$ cat config.mk
export PLATFORM = sky130hd
export DESIGN_NAME = intc_group_arbiter
export DESIGN_NICKNAME = d
export VERILOG_FILES = /design/src/rtl/intc_pkg.sv /design/src/rtl/prio_bank.sv /design/src/rtl/src_level_map.sv /design/src/rtl/win_select.sv /design/src/rtl/intc_group_arbiter.sv
export SDC_FILE = /design/constraint.sdc
export NUM_CORES = 1
export LEC_CHECK = 0
export CAP_MARGIN = 15
export CORE_MARGIN = 2
export CORE_UTILIZATION = 50
export CTS_CLUSTER_DIAMETER = 80
export DETAILED_ROUTE_END_ITERATION = 8
export GPL_TIMING_DRIVEN = 0
export PLACE_DENSITY = 0.71
export SYNTH_ARGS = -nofsm -noshare
export SYNTH_HDL_FRONTEND = slang
export SYNTH_SLANG_ARGS = --single-unit
$ cat constraint.sdc
create_clock -name clk -period 47.7 [get_ports clk]
set_clock_uncertainty 0.2 [all_clocks]
set_input_delay 9.54 -clock clk [delete_from_list [all_inputs] [get_ports clk]]
set_output_delay 9.54 -clock clk [all_outputs]
set_load 0.02 [all_outputs]
$ cat src/rtl/intc_pkg.sv
package intc_pkg;

    localparam int LVL_W = 4;

    typedef enum logic [1:0] {
        ST_IDLE  = 2'd0,
        ST_OFFER = 2'd1,
        ST_GRANT = 2'd2
    } arb_state_t;

endpackage

$ cat src/rtl/prio_bank.sv
module prio_bank
    import intc_pkg::*;
#(
    parameter int NUM_GRP = 8,
    parameter int GRP_AW  = $clog2(NUM_GRP)
) (
    input  logic                       clk,
    input  logic                       rst_n,
    input  logic                       we,
    input  logic [GRP_AW-1:0]          addr,
    input  logic [LVL_W-1:0]           wdata,
    output logic [NUM_GRP*LVL_W-1:0]   grp_lvl_flat
);

    for (genvar g = 0; g < NUM_GRP; g++) begin : g_reg
        logic [LVL_W-1:0] lvl_q;

        // one level register per group; R1: cleared by reset
        always_ff @(posedge clk or negedge rst_n) begin
            if (!rst_n) begin
                lvl_q <= '0;
            end else if (we && (addr == GRP_AW'(g))) begin
                lvl_q <= wdata;
            end
        end

        assign grp_lvl_flat[g*LVL_W +: LVL_W] = lvl_q;
    end

endmodule

$ cat src/rtl/src_level_map.sv
module src_level_map
    import intc_pkg::*;
#(
    parameter int NUM_SRC = 16,
    parameter int NUM_GRP = 8
) (
    input  logic [NUM_GRP*LVL_W-1:0] grp_lvl_flat,
    input  logic [NUM_SRC-1:0]       src_req,
    output logic [NUM_SRC*LVL_W-1:0] src_lvl_flat
);

    localparam int PER_GRP = NUM_SRC / NUM_GRP;

    for (genvar i = 0; i < NUM_SRC; i++) begin : g_src
        localparam int GRP = i / PER_GRP;
        // A source that is not pending, or whose group is at level 0,
        // contributes level 0.
        assign src_lvl_flat[i*LVL_W +: LVL_W] =
            src_req[i] ? grp_lvl_flat[GRP*LVL_W +: LVL_W] : '0;
    end

endmodule

$ cat src/rtl/win_select.sv
module win_select
    import intc_pkg::*;
#(
    parameter int NUM_SRC = 16,
    parameter int IDX_W   = $clog2(NUM_SRC)
) (
    input  logic [NUM_SRC*LVL_W-1:0] src_lvl_flat,
    output logic                     win_valid,
    output logic [IDX_W-1:0]         win_idx,
    output logic [LVL_W-1:0]         win_lvl
);

    // Scan from the top index down and accept on >=, so that on equal
    // levels the lowest index (lowest vector) is the last one taken.
    always_comb begin
        win_valid = 1'b0;
        win_idx   = '0;
        win_lvl   = '0;
        for (int i = NUM_SRC - 1; i >= 0; i--) begin
            if ((src_lvl_flat[i*LVL_W +: LVL_W] != '0) &&
                (src_lvl_flat[i*LVL_W +: LVL_W] >= win_lvl)) begin
                win_valid = 1'b1;
                win_idx   = IDX_W'(i);
                win_lvl   = src_lvl_flat[i*LVL_W +: LVL_W];
            end
        end
    end

endmodule

$ cat src/rtl/intc_group_arbiter.sv
module intc_group_arbiter
    import intc_pkg::*;
#(
    parameter int                 NUM_SRC   = 16,
    parameter int                 NUM_GRP   = 8,
    parameter int                 VEC_W     = 8,
    parameter int                 VEC_BASE  = 64,
    parameter logic [NUM_SRC-1:0] EDGE_MASK = 16'h00FF
) (
    input  logic                       clk,
    input  logic                       rst_n,
    input  logic                       cfg_we,
    input  logic [$clog2(NUM_GRP)-1:0] cfg_addr,
    input  logic [3:0]                 cfg_wdata,
    input  logic [NUM_SRC-1:0]         src_req,
    input  logic [3:0]                 cpu_mask,
    input  logic                       irq_ack,
    output logic                       irq_req,
    output logic [3:0]                 irq_level,
    output logic [VEC_W-1:0]           irq_vector,
    output logic [VEC_W+1:0]           irq_offset,
    output logic                       grant_valid,
    output logic [VEC_W-1:0]           grant_vector,
    output logic [NUM_SRC-1:0]         src_clr
);

    localparam int IDX_W  = $clog2(NUM_SRC);
    localparam int GRP_AW = $clog2(NUM_GRP);

    logic [NUM_GRP*LVL_W-1:0] grp_lvl_flat;
    logic [NUM_SRC*LVL_W-1:0] src_lvl_flat;
    logic                     win_valid;
    logic [IDX_W-1:0]         win_idx;
    logic [LVL_W-1:0]         win_lvl;
    logic                     win_go;

    arb_state_t               state_q, state_d;
    logic [IDX_W-1:0]         held_idx_q;
    logic [LVL_W-1:0]         held_lvl_q;
    logic [VEC_W-1:0]         held_vec_q;

    prio_bank #(
        .NUM_GRP (NUM_GRP),
        .GRP_AW  (GRP_AW)
    ) u_bank (
        .clk          (clk),
        .rst_n        (rst_n),
        .we           (cfg_we),
        .addr         (cfg_addr),
        .wdata        (cfg_wdata),
        .grp_lvl_flat (grp_lvl_flat)
    );

    src_level_map #(
        .NUM_SRC (NUM_SRC),
        .NUM_GRP (NUM_GRP)
    ) u_map (
        .grp_lvl_flat (grp_lvl_flat),
        .src_req      (src_req),
        .src_lvl_flat (src_lvl_flat)
    );

    win_select #(
        .NUM_SRC (NUM_SRC),
        .IDX_W   (IDX_W)
    ) u_sel (
        .src_lvl_flat (src_lvl_flat),
        .win_valid    (win_valid),
        .win_idx      (win_idx),
        .win_lvl      (win_lvl)
    );

    // strict comparison against the processor mask
    assign win_go = win_valid && (win_lvl > cpu_mask);

    // Next-state logic: offer / accept / release
    always_comb begin
        state_d = state_q;
        unique case (state_q)
            ST_IDLE:  if (win_go)  state_d = ST_OFFER;
            ST_OFFER: if (irq_ack) state_d = ST_GRANT;
            ST_GRANT:              state_d = ST_IDLE;
            default:               state_d = ST_IDLE;
        endcase
    end

    // State register
    always_ff @(posedge clk or negedge rst_n) begin
        if (!rst_n) begin
            state_q <= ST_IDLE;
        end else begin
            state_q <= state_d;
        end
    end

    // Winner capture: only on the offer transition, so the offer is frozen
    always_ff @(posedge clk or negedge rst_n) begin
        if (!rst_n) begin
            held_idx_q <= '0;
            held_lvl_q <= '0;
            held_vec_q <= '0;
        end else if ((state_q == ST_IDLE) && win_go) begin
            held_idx_q <= win_idx;
            held_lvl_q <= win_lvl;
            held_vec_q <= VEC_W'(VEC_BASE) + VEC_W'(win_idx);
        end
    end

    // Outputs decoded from the state register
    always_comb begin
        irq_req      = 1'b0;
        grant_valid  = 1'b0;
        src_clr      = '0;
        irq_level    = held_lvl_q;
        irq_vector   = held_vec_q;
        irq_offset   = {held_vec_q, 2'b00};
        grant_vector = held_vec_q;
        unique case (state_q)
            ST_IDLE: ;
            ST_OFFER: irq_req = 1'b1;
            ST_GRANT: begin
                grant_valid = 1'b1;
                src_clr     = (NUM_SRC'(1) << held_idx_q) & EDGE_MASK;
            end
            default: ;
        endcase
    end

endmodule

==> results of run 1 <==
[final timing paths]
path / end / slack (ps) / cells past startpoint
worst min-delay path: irq_level[2]$_DFFE_PN0P_ / 320 / 1
worst min register to register: irq_level[2]$_DFFE_PN0P_ / 320 / 1
max in group asynchronous: u_bank.g_reg[1].lvl_q[0]$_DFFE_PN0P_ / 37510 / 1
worst max-delay path: held_idx_q[1]$_DFFE_PN0P_ / 9780 / 127
min in group asynchronous: u_bank.g_reg[7].lvl_q[3]$_DFFE_PN0P_ / 9210 / 1
worst max register to register: held_idx_q[1]$_DFFE_PN0P_ / 19070 / 126
[metal layers]
| metal | share of wire | vias up | wire length (um) | global-route usage |
|---|---|---|---|---|
| met1 | 0.47 | 2684 | 7124 | 0.3139 |
| met2 | 0.46 | 168 | 7004 | 0.4000 |
| met5 | 0 | - | 0 | 0 |
| met4 | 0.0076 | 0 | 115 | 0.03496 |
| li1 | - | 2817 | - | - |
| met3 | 0.055 | 17 | 832 | 0.03642 |
[state kept, by name (all words and copies together) (netlist names)]
register        count
irq_level           4
u_bank.g.lvl_q     32
held_idx_q          3
grant_vector        2
state_q             2
[worst max-delay path, delay by kind of cell]
family	cells	cell delay [ps]
AOI/OAI and AO/OA	46	8880
adders and majority gates	23	6790
buffers and inverters	8	1500
muxes	8	2440
and+or+nand+nor	42	8670
[synth_stat cells, drive strengths merged, types with 3 or more instances]
master	n	share of area
or3	4	0.0044
nand3	11	0.0093
o21bai	4	0.0051
a2111oi	6	0.016
a22o	4	0.0076
ha	39	0.082
nand4	3	0.0042
or2	6	0.0063
a211oi	5	0.0080
o31ai	5	0.0063
nor4	6	0.0063
nand2b	15	0.017
and2	36	0.041
a2bb2oi	4	0.0089
o21a	10	0.014
nor3b	4	0.0051
buf	32	0.042
o21ai	45	0.040
nor3	10	0.0085
o211ai	10	0.014
a31o	5	0.0074
a21boi	6	0.0095
nand3b	4	0.0051
a221oi	8	0.013
dfrtp	43	0.18
nor2b	9	0.0095
o31a	5	0.0074
a211o	4	0.0061
a31oi	11	0.012
nand2	81	0.051
a22oi	4	0.0059
or4	4	0.0053
or2b	5	0.0072
maj3	9	0.017
o211a	4	0.0068
clkbuf	4	0.0042
a21oi	41	0.035
nor2	62	0.041
and3	10	0.011
nand4b	4	0.0059
mux2i	9	0.017
a21o	12	0.016
inv	33	0.021
mux2	44	0.086
[through the flow]
step	cell area (sq um)	instances	setup slack (ps)	util
after floorplan	5984	738	13510	-
after global placement	6714	936	9904	0.5855
after detailed placement	6709	936	9383	0.5851
after CTS	6878	944	9612	0.5998
after global routing	6883	945	7459	0.6002
final	6883	945	9778	0.6002
[cells in the final DEF, fill, tap and decap left out, types with 6 or more instances in the layout]
cell and instances:
sky130_fd_sc_hd__nand2_1 81, sky130_fd_sc_hd__clkdlybuf4s50_1 54, sky130_fd_sc_hd__and2_2 12, sky130_fd_sc_hd__a21o_1 8
sky130_fd_sc_hd__buf_4 29, sky130_fd_sc_hd__o21ai_0 35, sky130_fd_sc_hd__a221oi_1 7, sky130_fd_sc_hd__dfrtp_1 43
sky130_fd_sc_hd__nor4_1 6, sky130_fd_sc_hd__o21ai_1 7, sky130_fd_sc_hd__nor3_1 10, sky130_fd_sc_hd__and3_1 7
sky130_fd_sc_hd__a21oi_1 41, sky130_fd_sc_hd__inv_1 33, sky130_fd_sc_hd__nor2_1 61, sky130_fd_sc_hd__ha_1 39
sky130_fd_sc_hd__and2_1 23, sky130_fd_sc_hd__mux2_2 38, sky130_fd_sc_hd__conb_1 19, sky130_fd_sc_hd__mux2i_1 8
sky130_fd_sc_hd__nor2b_1 9, sky130_fd_sc_hd__nand2b_1 14, sky130_fd_sc_hd__nand3_1 11, sky130_fd_sc_hd__o21a_1 7
sky130_fd_sc_hd__o211ai_1 9, sky130_fd_sc_hd__a31oi_1 11
[cell families after synthesis]
group / after synthesis
AND/OR/NAND/NOR: 281
AO/OA/AOI/OAI: 222
buffers and inverters: 72
multiplexers: 53
adder cells (fa/ha/maj): 48
flip-flops: 43
other: 1
[cell type report]
| class | count | area (sq um) | area share |
|---|---|---|---|
| Buffer | 39 | 335.3 | 0.04872 |
| Clock buffer | 5 | 125.1 | 0.01818 |
| Clock inverter | 3 | 43.79 | 0.006362 |
| Inverter | 33 | 123.9 | 0.01800 |
| Multi-Input combinational cell | 623 | 4449 | 0.6464 |
| Sequential cell | 43 | 1076 | 0.1563 |
| Tap cell | 143 | 178.9 | 0.02600 |
| Timing Repair Buffer | 56 | 550.5 | 0.07999 |
==> impl_metrics.toml, run 1 <==
[outcome]
status = "finished clean"

[layout]
syn2layout_area_growth_pct = 16.32
share_of_final_layout_standard_cells_stronger_than_drive_strength_1 = 0.1970
final_net_count = 871
fillCellCount = 1054
diodes = 0

[floorplanning]
starting_density = 0.5160
die_h_um = 112.8
io_pins = 79
std_cell_rows = 39
fp.coreArea_sq_um = 11470
design.die.area_sq_um = 12720
die-width_um = 112.8

[timing]
final_hold_viol_count = 0
post-route-min-period_ps = 37920
layout_worst_path_cycle_share = 0.7950
setup_viol_count_final = 0
max_freq_mhz = 26.37
maxSlewHeadroom = 0.2915
rsz0062_at_grt = "no"
timing_max_transition_violations_final = 0
timing.hold.ws_ps = 321.8
tightestPinTransition_ps = 1049
timing.setup.tns_ps = 0

[clocking]
cts_buffers = 5
clkTransAtPathRegs_ps = 60
cts-htree-levels = 2
insertion_delay_ps = 280
clock_tree_from_tritoncts = "built"
clk_path_buf_depth = 2
cts_sinks = 43
postCtsResizedCells = 0
post_cts.repair.setup_buffers = 0
cts_hold_buf = 0
cts-root-buf = "sky130_fd_sc_hd__clkbuf_16"

[setup_path]
crit_path_end_kind = "register"
worst-endpoint-required_ps = 47660
crit_start_category = "input port"
worst-path-max-fanout = 10
timing.critical_path.from = "src_req[14]"
critPathKind = "in -> reg"
crit_path_max_incr_delay_ps = 730
worst_path_most_repeated_cell = "sky130_fd_sc_hd__ha_1"
timing.rr.start = "u_bank.g_reg[7].lvl_q[2]$_DFFE_PN0P_"
timing.critical_path.slowest_stage_cell = "sky130_fd_sc_hd__nor4_1"
critical_path_arrival_ps = 37880

[logic_synthesis]
synth_top_family_by_area = "compound AO/OA/AOI/OAI gates"
synth_warnings = 0
yosys.area_share.adder = 0.09918
synth_xor_xnor_area_share = 0
ys.flop_type = "sky130_fd_sc_hd__dfrtp_1"
mappedNetlistArea_sq_um = 5917
synth_compound_area_frac = 0.2874
synth_mux_area_frac = 0.1036
yosys_register_bits = 43
simple_logic_cell_fraction_of_the_synthesized_area = 0.2497
synth_async_sr_flop_share = 1.000
avgSynthCellArea_sq_um = 8.218
synth_seq_area_share = 0.1819
netlist_instances = 720
synth.lib_cells_used.distinct = 114
synth-edff-count = 0

[detailed_routing]
routed_via_density = 6.017
routed-via-count = 5686
drt_wl_total_um = 15080
routed_wire_length_per_instance_um = 15.95
detail_route.iter0.violations = 341
detail_route.first_pass.iterations = 5
drc_errors = 0
antenna_violating_nets_post_route = 0

[run]
drv_cap = 0

[grt]
grt_pass1_vias = 5574
grt_overall_usage = 0.2319
grt_antenna_before_repair = 0
grt_max_degree = 44
grt_first_pass_wirelength_um = 25420
grt_overflow_total = 0

[hold_path]
min_path_type = "reg -> reg"
holdCritStartpoint = "irq_level[2]$_DFFE_PN0P_"

[placed_design]
place_congestion = 0.9162
place_hpwl_um = 12070
place.port_buffers = 55
Power of run 1 is left out: the tool's default activity adds up to more than one toggle a clock period on the data nets, which glitch-free logic cannot reach.
==> run 2: changes to the inputs <==
Settings changed: PLACE_DENSITY 0.71 to 0.73.
Clock period 47.7 ns to 33.5 ns, I/O delays scaled along.
==> run 2 against run 1 <==
Clock-buffer cell count up 2. Routed wire length up 6.6%. Highest routed layer unchanged. Core utilization up 3.3 points. Non-clock buffer count up 19. Via count up 2.9%. Flip-flop and latch count unchanged. Critical path depth up 1.
==> impl_metrics.toml, run 2 (synthesized netlist as in run 1, its figures left out) <==
[outcome]
status = "finished clean"

[setup_path]
crit_start_category = "input port"
worst-path-max-fanout = 10
worst-endpoint-required_ps = 33460
critical_path_arrival_ps = 32300
crit_path_max_incr_delay_ps = 390
timing.critical_path.buf_inv = 9
timing.critical_path.slowest_stage_cell = "sky130_fd_sc_hd__maj3_4"
critPathKind = "in -> reg"
crit_path_end_kind = "register"
worst_path_most_repeated_cell = "sky130_fd_sc_hd__ha_1"
cpLargestDelayFamily = "compound AO/OA/AOI/OAI gates"

[run]
drv_cap = 0

[detailed_routing]
drc_errors = 0
antenna_violating_nets_post_route = 0
routed-via-count = 5851
routed_wire_length_per_instance_um = 16.68
detail_route.first_pass.iterations = 5
routed_via_density = 6.070
detail_route.iter0.violations = 476
drt_wl_total_um = 16080

[grt]
grt_first_pass_wirelength_um = 26450
grt_pass1_vias = 5664
grt_max_degree = 44
grt_antenna_before_repair = 0
grt_overflow_total = 0
grt_overall_usage = 0.2423

[layout]
share_of_final_layout_standard_cells_stronger_than_drive_strength_1 = 0.2643
final_net_count = 890
commonest_cells_after_routing_fill_and_taps_aside = "sky130_fd_sc_hd__nand2_1, sky130_fd_sc_hd__nor2_1, sky130_fd_sc_hd__clkdlybuf4s50_1"
max_flop_register = "u_bank.g.lvl_q"
largest_reg_flops = 32
syn2layout_area_growth_pct = 22.63
diodes = 0
finished_cell_area_sq_um = 7256
final_common_cell = "sky130_fd_sc_hd__nand2_1"

[timing]
final_critical_path_setup_slack_ps = 1159
timing_max_transition_violations_final = 0
max_freq_mhz = 30.92
post-route-min-period_ps = 32340
final_hold_viol_count = 0
maxSlewHeadroom = 0.3716
layout_worst_path_cycle_share = 0.9654
setup_viol_count_final = 0
tightestPinTransition_ps = 942.6

[floorplanning]
starting_density = 0.5160
design.die.area_sq_um = 12720
die-width_um = 112.8
fp.coreArea_sq_um = 11470
std_cell_rows = 39
die_h_um = 112.8
io_pins = 79

[placed_design]
place_congestion = 0.9341
place.port_buffers = 55
placement.setup.worst_slack_ps = -2001
dpl-instance-area_sq_um = 6709
place_hpwl_um = 12350

[clocking]
cts_sinks = 43
clock_tree_from_tritoncts = "built"
clk_path_buf_depth = 2
cts_hold_buf = 0
clkTransAtPathRegs_ps = 60
cts_buffers = 5
cts-root-buf = "sky130_fd_sc_hd__clkbuf_16"
cts-htree-levels = 2
insertion_delay_ps = 280

[hold_path]
min_path_type = "reg -> reg"
[run 2: repair_timing]
action,CTS,global route
buffers inserted,6,14
pin swaps,1,10
endpoints found under the setup margin,10,10
gates resized for setup,14,46
[run 2: final timing paths]
check,from,end,slack (ps),cells past startpoint
max in group asynchronous,rst_n,u_bank.g_reg[6].lvl_q[3]$_DFFE_PN0P_,26150,1
min reg2reg,irq_level[2]$_DFFE_PN0P_,irq_level[2]$_DFFE_PN0P_,320,1
max,src_req[14],held_idx_q[1]$_DFFE_PN0P_,1160,128
min in group asynchronous,rst_n,u_bank.g_reg[7].lvl_q[3]$_DFFE_PN0P_,6370,1
min,irq_level[2]$_DFFE_PN0P_,irq_level[2]$_DFFE_PN0P_,320,1
max reg2reg,u_bank.g_reg[7].lvl_q[2]$_DFFE_PN0P_,held_idx_q[1]$_DFFE_PN0P_,7280,127
[run 2: stage by stage]
step	instances	hold WS [ps]	util	setup TNS, ps
3_5_place_dp	936	299.9	0.5851	-17490
5_1_grt	964	357.3	0.6327	-518.2
2_1_floorplan	738	299.3	-	0
6_report	964	321.8	0.6327	0
3_3_place_gp	936	301.1	0.5855	-12600
4_1_cts	950	325.1	0.6073	0
[run 2: layer usage]
layer | wire, um | part of all wire | global-route usage | vias up
met2 | 7611 | 0.47 | 0.4120 | 157
li1 | - | - | - | 2861
met5 | 0 | 0 | 0 | -
met3 | 705 | 0.044 | 0.03321 | 12
met4 | 129 | 0.0080 | 0.03659 | 0
met1 | 7631 | 0.47 | 0.3362 | 2821
[run 2: layout make-up]
type                    instances  area (sq um)
clock inverters                 1         5.005
plain buffers                  38         331.6
well taps                     143         178.9
flip-flops and latches         43          1076
fillers                       992          4212
inverters                      33         123.9
multi-input cells             623          4702
repair buffers                 76         705.7
clock buffers                   7         132.6
Power of run 2 is left out for the same reason.
